## src/rtl/pipe_ctl_pkg.sv

```systemverilog
package pipe_ctl_pkg;
    typedef enum logic [1:0] {
        PS_OFF   = 2'd0,
        PS_RUN   = 2'd1,
        PS_DRAIN = 2'd2
    } pipe_st_e;
endpackage

```

## src/rtl/pipe_run_fsm.sv

```systemverilog
module pipe_run_fsm
    import pipe_ctl_pkg::*;
(
    input  logic clk,
    input  logic rst_n,
    input  logic enable,
    input  logic vb_start,
    output logic run_on,
    output logic arm_ok,
    output logic stop_evt
);
    pipe_st_e st_q, st_d;

    always_comb begin
        st_d = st_q;
        unique case (st_q)
            PS_OFF:   if (enable) st_d = PS_RUN;
            PS_RUN:   if (!enable) st_d = PS_DRAIN;
            PS_DRAIN: begin
                if (enable)        st_d = PS_RUN;
                else if (vb_start) st_d = PS_OFF;
            end
            default:  st_d = PS_OFF;
        endcase
    end

    always_ff @(posedge clk or negedge rst_n) begin
        if (!rst_n) st_q <= PS_OFF;
        else        st_q <= st_d;
    end

    always_comb begin
        run_on   = 1'b0;
        arm_ok   = 1'b0;
        stop_evt = 1'b0;
        unique case (st_q)
            PS_OFF:   ;
            PS_RUN:   begin run_on = 1'b1; arm_ok = 1'b1; end
            PS_DRAIN: begin run_on = 1'b1; stop_evt = vb_start && !enable; end
            default:  ;
        endcase
    end
endmodule

```

## src/rtl/fstart_gen.sv

```systemverilog
module fstart_gen #(
    parameter int FS_W = 2
) (
    input  logic            clk,
    input  logic            rst_n,
    input  logic            run_on,
    input  logic            arm_ok,
    input  logic            vb_start,
    input  logic            vblank,
    input  logic            hblank,
    input  logic [FS_W-1:0] delay,
    output logic            pulse
);
    logic [FS_W-1:0] cnt_q;
    logic            armed_q;
    logic            hit;

    always_comb begin
        if (vb_start) hit = arm_ok && hblank && (delay == '0);
        else          hit = armed_q && vblank && hblank && (cnt_q == delay);
    end

    always_ff @(posedge clk or negedge rst_n) begin
        if (!rst_n) begin
            cnt_q   <= '0;
            armed_q <= 1'b0;
            pulse   <= 1'b0;
        end else begin
            pulse <= hit;
            if (!run_on) begin
                cnt_q   <= '0;
                armed_q <= 1'b0;
            end else if (vb_start) begin
                armed_q <= arm_ok && !hit;
                cnt_q   <= hblank ? FS_W'(1) : '0;
            end else if (!vblank) begin
                armed_q <= 1'b0;
            end else if (armed_q && hblank) begin
                if (cnt_q == delay) armed_q <= 1'b0;
                else                cnt_q   <= cnt_q + FS_W'(1);
            end
        end
    end
endmodule

```

## src/rtl/plane_mode_gate.sv

```systemverilog
module plane_mode_gate #(
    parameter int NPL    = 3,
    parameter int MODE_W = 3
) (
    input  logic              clk,
    input  logic              rst_n,
    input  logic              run_on,
    input  logic              stop_evt,
    input  logic              vb_start,
    input  logic              vblank,
    input  logic [NPL-1:0]    req,
    input  logic [MODE_W-1:0] mode_req,
    input  logic              force_border,
    output logic [NPL-1:0]    plane_en,
    output logic [MODE_W-1:0] mode_act,
    output logic              border
);
    for (genvar p = 0; p < NPL; p++) begin : g_plane
        always_ff @(posedge clk or negedge rst_n) begin
            if (!rst_n)                  plane_en[p] <= 1'b0;
            else if (!run_on || stop_evt) plane_en[p] <= 1'b0;
            else if (req[p])             plane_en[p] <= 1'b1;
            else if (vb_start)           plane_en[p] <= 1'b0;
        end
    end

    always_ff @(posedge clk or negedge rst_n) begin
        if (!rst_n)                   mode_act <= '0;
        else if (!run_on || vb_start) mode_act <= mode_req;
    end

    assign border = force_border && run_on && !vblank;
endmodule

```

## src/rtl/pipe_ctl_seq.sv

```systemverilog
module pipe_ctl_seq #(
    parameter int NPL    = 3,
    parameter int FS_W   = 2,
    parameter int MODE_W = 3
) (
    input  logic              clk,
    input  logic              rst_n,
    input  logic              cfg_enable,
    input  logic [FS_W-1:0]   cfg_fs_delay,
    input  logic [MODE_W-1:0] cfg_scan_mode,
    input  logic              cfg_force_border,
    input  logic [NPL-1:0]    cfg_plane_req,
    input  logic              tg_hblank,
    input  logic              tg_vblank,
    output logic              tg_run,
    output logic              pipe_state,
    output logic              frame_start,
    output logic [NPL-1:0]    plane_en,
    output logic [MODE_W-1:0] scan_mode,
    output logic              scan_ilace,
    output logic              border_sel
);
    localparam int ILACE_BIT = MODE_W - 1;

    logic vb_q, vb_start, run_on, arm_ok, stop_evt;

    always_ff @(posedge clk or negedge rst_n) begin
        if (!rst_n) vb_q <= 1'b0;
        else        vb_q <= tg_vblank;
    end
    assign vb_start = tg_vblank && !vb_q;

    pipe_run_fsm u_fsm (
        .clk(clk), .rst_n(rst_n), .enable(cfg_enable), .vb_start(vb_start),
        .run_on(run_on), .arm_ok(arm_ok), .stop_evt(stop_evt)
    );

    fstart_gen #(.FS_W(FS_W)) u_fs (
        .clk(clk), .rst_n(rst_n), .run_on(run_on), .arm_ok(arm_ok),
        .vb_start(vb_start), .vblank(tg_vblank), .hblank(tg_hblank),
        .delay(cfg_fs_delay), .pulse(frame_start)
    );

    plane_mode_gate #(.NPL(NPL), .MODE_W(MODE_W)) u_gate (
        .clk(clk), .rst_n(rst_n), .run_on(run_on), .stop_evt(stop_evt),
        .vb_start(vb_start), .vblank(tg_vblank), .req(cfg_plane_req),
        .mode_req(cfg_scan_mode), .force_border(cfg_force_border),
        .plane_en(plane_en), .mode_act(scan_mode), .border(border_sel)
    );

    assign tg_run     = run_on;
    assign pipe_state = run_on;
    assign scan_ilace = scan_mode[ILACE_BIT];
endmodule

```

## config.mk

```make
export PLATFORM = sky130hd
export DESIGN_NAME = pipe_ctl_seq
export DESIGN_NICKNAME = d
export VERILOG_FILES = /design/src/rtl/pipe_ctl_pkg.sv /design/src/rtl/pipe_run_fsm.sv /design/src/rtl/fstart_gen.sv /design/src/rtl/plane_mode_gate.sv /design/src/rtl/pipe_ctl_seq.sv
export SDC_FILE = /design/constraint.sdc
export NUM_CORES = 1
export LEC_CHECK = 0
export ABC_AREA = 1
export BUFFER_PORTS_ARGS = -buffer_cell sky130_fd_sc_hd__buf_2
export CORE_MARGIN = 2
export CORE_UTILIZATION = 40
export DETAILED_ROUTE_END_ITERATION = 7
export PLACE_DENSITY = 0.71
export SYNTH_ARGS = -nofsm -noshare
export SYNTH_HDL_FRONTEND = slang
export SYNTH_HIERARCHICAL = 1
export SYNTH_SLANG_ARGS = --single-unit
```

## constraint.sdc

```tcl
create_clock -name clk -period 2.5 [get_ports clk]
set_input_delay 0.5 -clock clk [delete_from_list [all_inputs] [get_ports clk]]
set_output_delay 0.5 -clock clk [all_outputs]
set_load 0.05 [all_outputs]
```

==> results.rst <==
.. list-table::
   :header-rows: 1

   * - Metric
     - Value
   * - TritonCTS clock tree
     - built
   * - HPWL after detailed placement
     - 1.271 mm
   * - Total power consumption of the routed design
     - 1.307 mW
   * - Mean area per synthesized cell
     - 7.275 µm²
   * - Share of Yosys cell area claimed by the top area cell type
     - 39.57%
   * - Leak Pwr
     - 0.5776 nW
   * - DRT iter0 DRCs
     - 8
   * - Number of antenna diodes
     - 0
   * - DP Cell Count
     - 162
   * - Post-detailed-route DRC marker count
     - 0
   * - Count of buffers from port buffering
     - 24
   * - Most used standard cell by instance count after synthesis
     - sky130_fd_sc_hd__nand2_1
   * - Clock period minus final worst setup slack
     - 2.178 ns
   * - Cell depth of the worst flop-to-flop path
     - 7
   * - Pre-CTS worst setup slack
     - 0.6161 ns
   * - Largest driver fanout on the critical path
     - 9
   * - Antenna violations before repair
     - 0
   * - Combinational cell fraction of total power
     - 63.2%
   * - Highest clock frequency the design can meet
     - 459.0 MHz
   * - Total of max-cap violations
     - 0
   * - HP Class
     - in -> async
   * - Type of origin of the critical path
     - flop
   * - Library cell used as clock root buffer
     - sky130_fd_sc_hd__clkbuf_4
   * - RSZ-0062 raised after global routing
     - no
   * - Slew of the pin with the lowest slew margin
     - 0.3645 ns
   * - Wire length per cell after detailed routing
     - 9.331 µm
   * - Hold violation total from the final report
     - 0
   * - Post-CTS repair timing setup buffer count
     - 0
   * - Depth of the CTS H-tree
     - 1
   * - Aggregate global-route resource usage
     - 15.03%
   * - Hold buffers post-CTS
     - 0
   * - Post-Route WL
     - 1.549 mm
   * - Maximum number of pins on one net before global-route repair
     - 14
   * - Register area share after synthesis
     - 39.57%
   * - Fraction of registers with async set/reset
     - 100.0%
   * - Full die area
     - 2434 µm²
   * - Post-route standard cell area excluding fillers
     - 987.2 µm²
   * - Reg clk slew, reported paths
     - 0.08 ns
   * - Post-Layout Cell Count
     - 166
   * - Leftover overflow at the end of global routing
     - 0
   * - Result of the run
     - complete, no violations
   * - Total vias in the final route
     - 729
   * - Final setup violating endpoints
     - 0
   * - Core Area
     - 1942 µm²
   * - Final #Nets
     - 159
   * - Switching Share
     - 56.51%
   * - Drt first pass iters
     - 4
   * - Period utilization
     - 87.14%
   * - Clock Latency Late Sink
     - 0.28 ns
   * - Post-Route Skew
     - 0.004856 ns
   * - Post-detailed-placement cell area
     - 960.9 µm²
   * - Tightest hold margin
     - 0.09048 ns
   * - Number of synthesized flops with an enable pin
     - 0
   * - Post-detailed-route via-to-cell ratio
     - 4.392
   * - Kind of end point of the critical path
     - output port
   * - Share of cells above drive strength 1
     - 33.09%
   * - Int Power
     - 0.5683 mW
   * - Sequential Power Share
     - 26.7%
   * - Yosys reg bits
     - 13
   * - Required arrival time at the worst endpoint
     - 2.00 ns
   * - Number of placement rows
     - 16
   * - Kind of critical path
     - reg -> out
   * - CTS resizes
     - 0
   * - Via count of the first global-routing pass
     - 707
   * - Ports placed on the boundary
     - 25
   * - Portion of total power attributed to the clock network
     - 10.0%
   * - Synth cell types
     - 16
   * - Horiz. Die Dim
     - 49.34 µm
   * - Headroom to the max-slew limit
     - 75.67%
   * - Number of sinks handled by clock tree synthesis
     - 13
   * - Maximum count of clock buffers along a single path
     - 2
   * - Top cells by count, synth
     - sky130_fd_sc_hd__nand2_1, sky130_fd_sc_hd__inv_1, sky130_fd_sc_hd__dfrtp_1
   * - First-pass GRT wire length
     - 2.815 mm
   * - Main synth FF type
     - sky130_fd_sc_hd__dfrtp_1
   * - Count of warnings emitted by yosys
     - 6
   * - Remaining number of nets flagged by the antenna check after routing
     - 0
   * - Combined area of all synthesized cells
     - 822.0 µm²
   * - Maximum ir drop on the vdd rail
     - 0.7609 mV
   * - Psw
     - 0.7384 mW
   * - Gate count after technology mapping
     - 113
   * - Most area-hungry cell type in the Yosys netlist
     - sky130_fd_sc_hd__dfrtp_1
   * - Number of pins with negative max-slew slack in the final report
     - 0
   * - Final weighted congestion in routability-driven placement
     - 0.7618
   * - Cells taking the most area after synthesis
     - sky130_fd_sc_hd__dfrtp_1, sky130_fd_sc_hd__nand2_1, sky130_fd_sc_hd__ha_1, sky130_fd_sc_hd__nand2_2, sky130_fd_sc_hd__inv_1
   * - Num CTS Buffers
     - 3
   * - Synth-to-Final Area Change
     - 20.09%
   * - Post-synthesis net count
     - 132
   * - Final critical-path setup slack
     - 0.3216 ns
   * - Starting Density
     - 42.33%
   * - Final Util
     - 50.84%
   * - Fin Setup TNS
     - 0 ns
   * - Critical path data arrival time
     - 1.68 ns
   * - Die boundary height
     - 49.34 µm
   * - Pwr/cell area
     - 1324 nW/µm²
[flip-flops by register name, indices dropped and copies added (netlist names)]
signal           cells
vb_q                 1
u_fs/armed_q         1
u_fs/pulse           1
u_gate/mode_act      3
u_gate/plane_en      3
u_fsm/st_q           2
u_fs/cnt_q           2
[worst paths after layout]
check / start / end / slack (ns)
worst min register to register: u_gate/mode_act[1]$_DFFE_PN0P_ / u_gate/mode_act[1]$_DFFE_PN0P_ / 0.47
min in group clk: tg_vblank / vb_q$_DFF_PN0_ / 0.39
worst max-delay path: u_fsm/st_q[0]$_DFFE_PN0P_ / border_sel / 0.32
max in group asynchronous: rst_n / u_gate/mode_act[1]$_DFFE_PN0P_ / 2.18
worst max register to register: u_fsm/st_q[0]$_DFFE_PN0P_ / u_fs/armed_q$_DFFE_PN0P_ / 1.00
worst min-delay path: rst_n / u_fs/pulse$_DFF_PN0_ / 0.09
[cells in the final DEF (no fill, tap or decap)]
cell,count
sky130_fd_sc_hd__buf_2,24
sky130_fd_sc_hd__dfrtp_1,13
sky130_fd_sc_hd__nand2_1,36
sky130_fd_sc_hd__clkbuf_4,3
sky130_fd_sc_hd__nor2_2,1
sky130_fd_sc_hd__nand3b_1,2
sky130_fd_sc_hd__nand2_2,10
sky130_fd_sc_hd__nand3_2,1
sky130_fd_sc_hd__nand4_1,1
sky130_fd_sc_hd__ha_1,5
sky130_fd_sc_hd__inv_1,15
sky130_fd_sc_hd__nor2_4,1
sky130_fd_sc_hd__a211oi_1,1
sky130_fd_sc_hd__nand3_1,8
sky130_fd_sc_hd__nor2_1,7
sky130_fd_sc_hd__a21oi_1,4
sky130_fd_sc_hd__clkbuf_1,1
sky130_fd_sc_hd__inv_2,6
[worst max-delay path: stages, from the launching register on]
cell and delay, ns:
sky130_fd_sc_hd__dfrtp_1 0.43, sky130_fd_sc_hd__inv_1 0.09, sky130_fd_sc_hd__ha_1 0.46, sky130_fd_sc_hd__nand2_1 0.08
sky130_fd_sc_hd__nor2_1 0.08, sky130_fd_sc_hd__buf_2 0.26
[metal layers]
metal | GRT usage (%) | vias to the layer above | wire [µm]
li1 | - | 390 | -
met1 | 18.06 | 320 | 689
met2 | 25.68 | 15 | 778
met3 | 1.840 | 4 | 52
met4 | 8.571 | 0 | 28
met5 | 0 | - | 0
[final cells by class]
| cell class | count | area, µm² |
|---|---|---|
| timing repair buffer | 24 | 120.1 |
| tap | 27 | 33.78 |
| inverter | 21 | 78.83 |
| multi-input combinational | 77 | 402.9 |
| fill | 200 | 954.7 |
| sequential | 13 | 325.3 |
| clock buffer | 4 | 26.28 |
[power groups by stage]
| stage | sequential, mW | combinational (mW) | clock [mW] |
|---|---|---|---|
| after floorplan | 0.501 | 0.542 | 0 |
| after global placement | 0.349 | 0.819 | 0 |
| after detailed placement | 0.355 | 0.832 | 0 |
| after CTS | 0.350 | 0.834 | 0.137 |
| after global routing | 0.363 | 0.911 | 0.148 |
| final | 0.349 | 0.826 | 0.131 |
[cells by family after synthesis]
kind of cell               Yosys count  synth area share (%)
DFF                                 13                 39.57
buffers and inverters               23                 11.41
and+or+nand+nor                     67                 38.05
adders and majority gates            5                 7.610
AOI/OAI and AO/OA                    5                 3.349
Power figures use the tool's default switching activity.
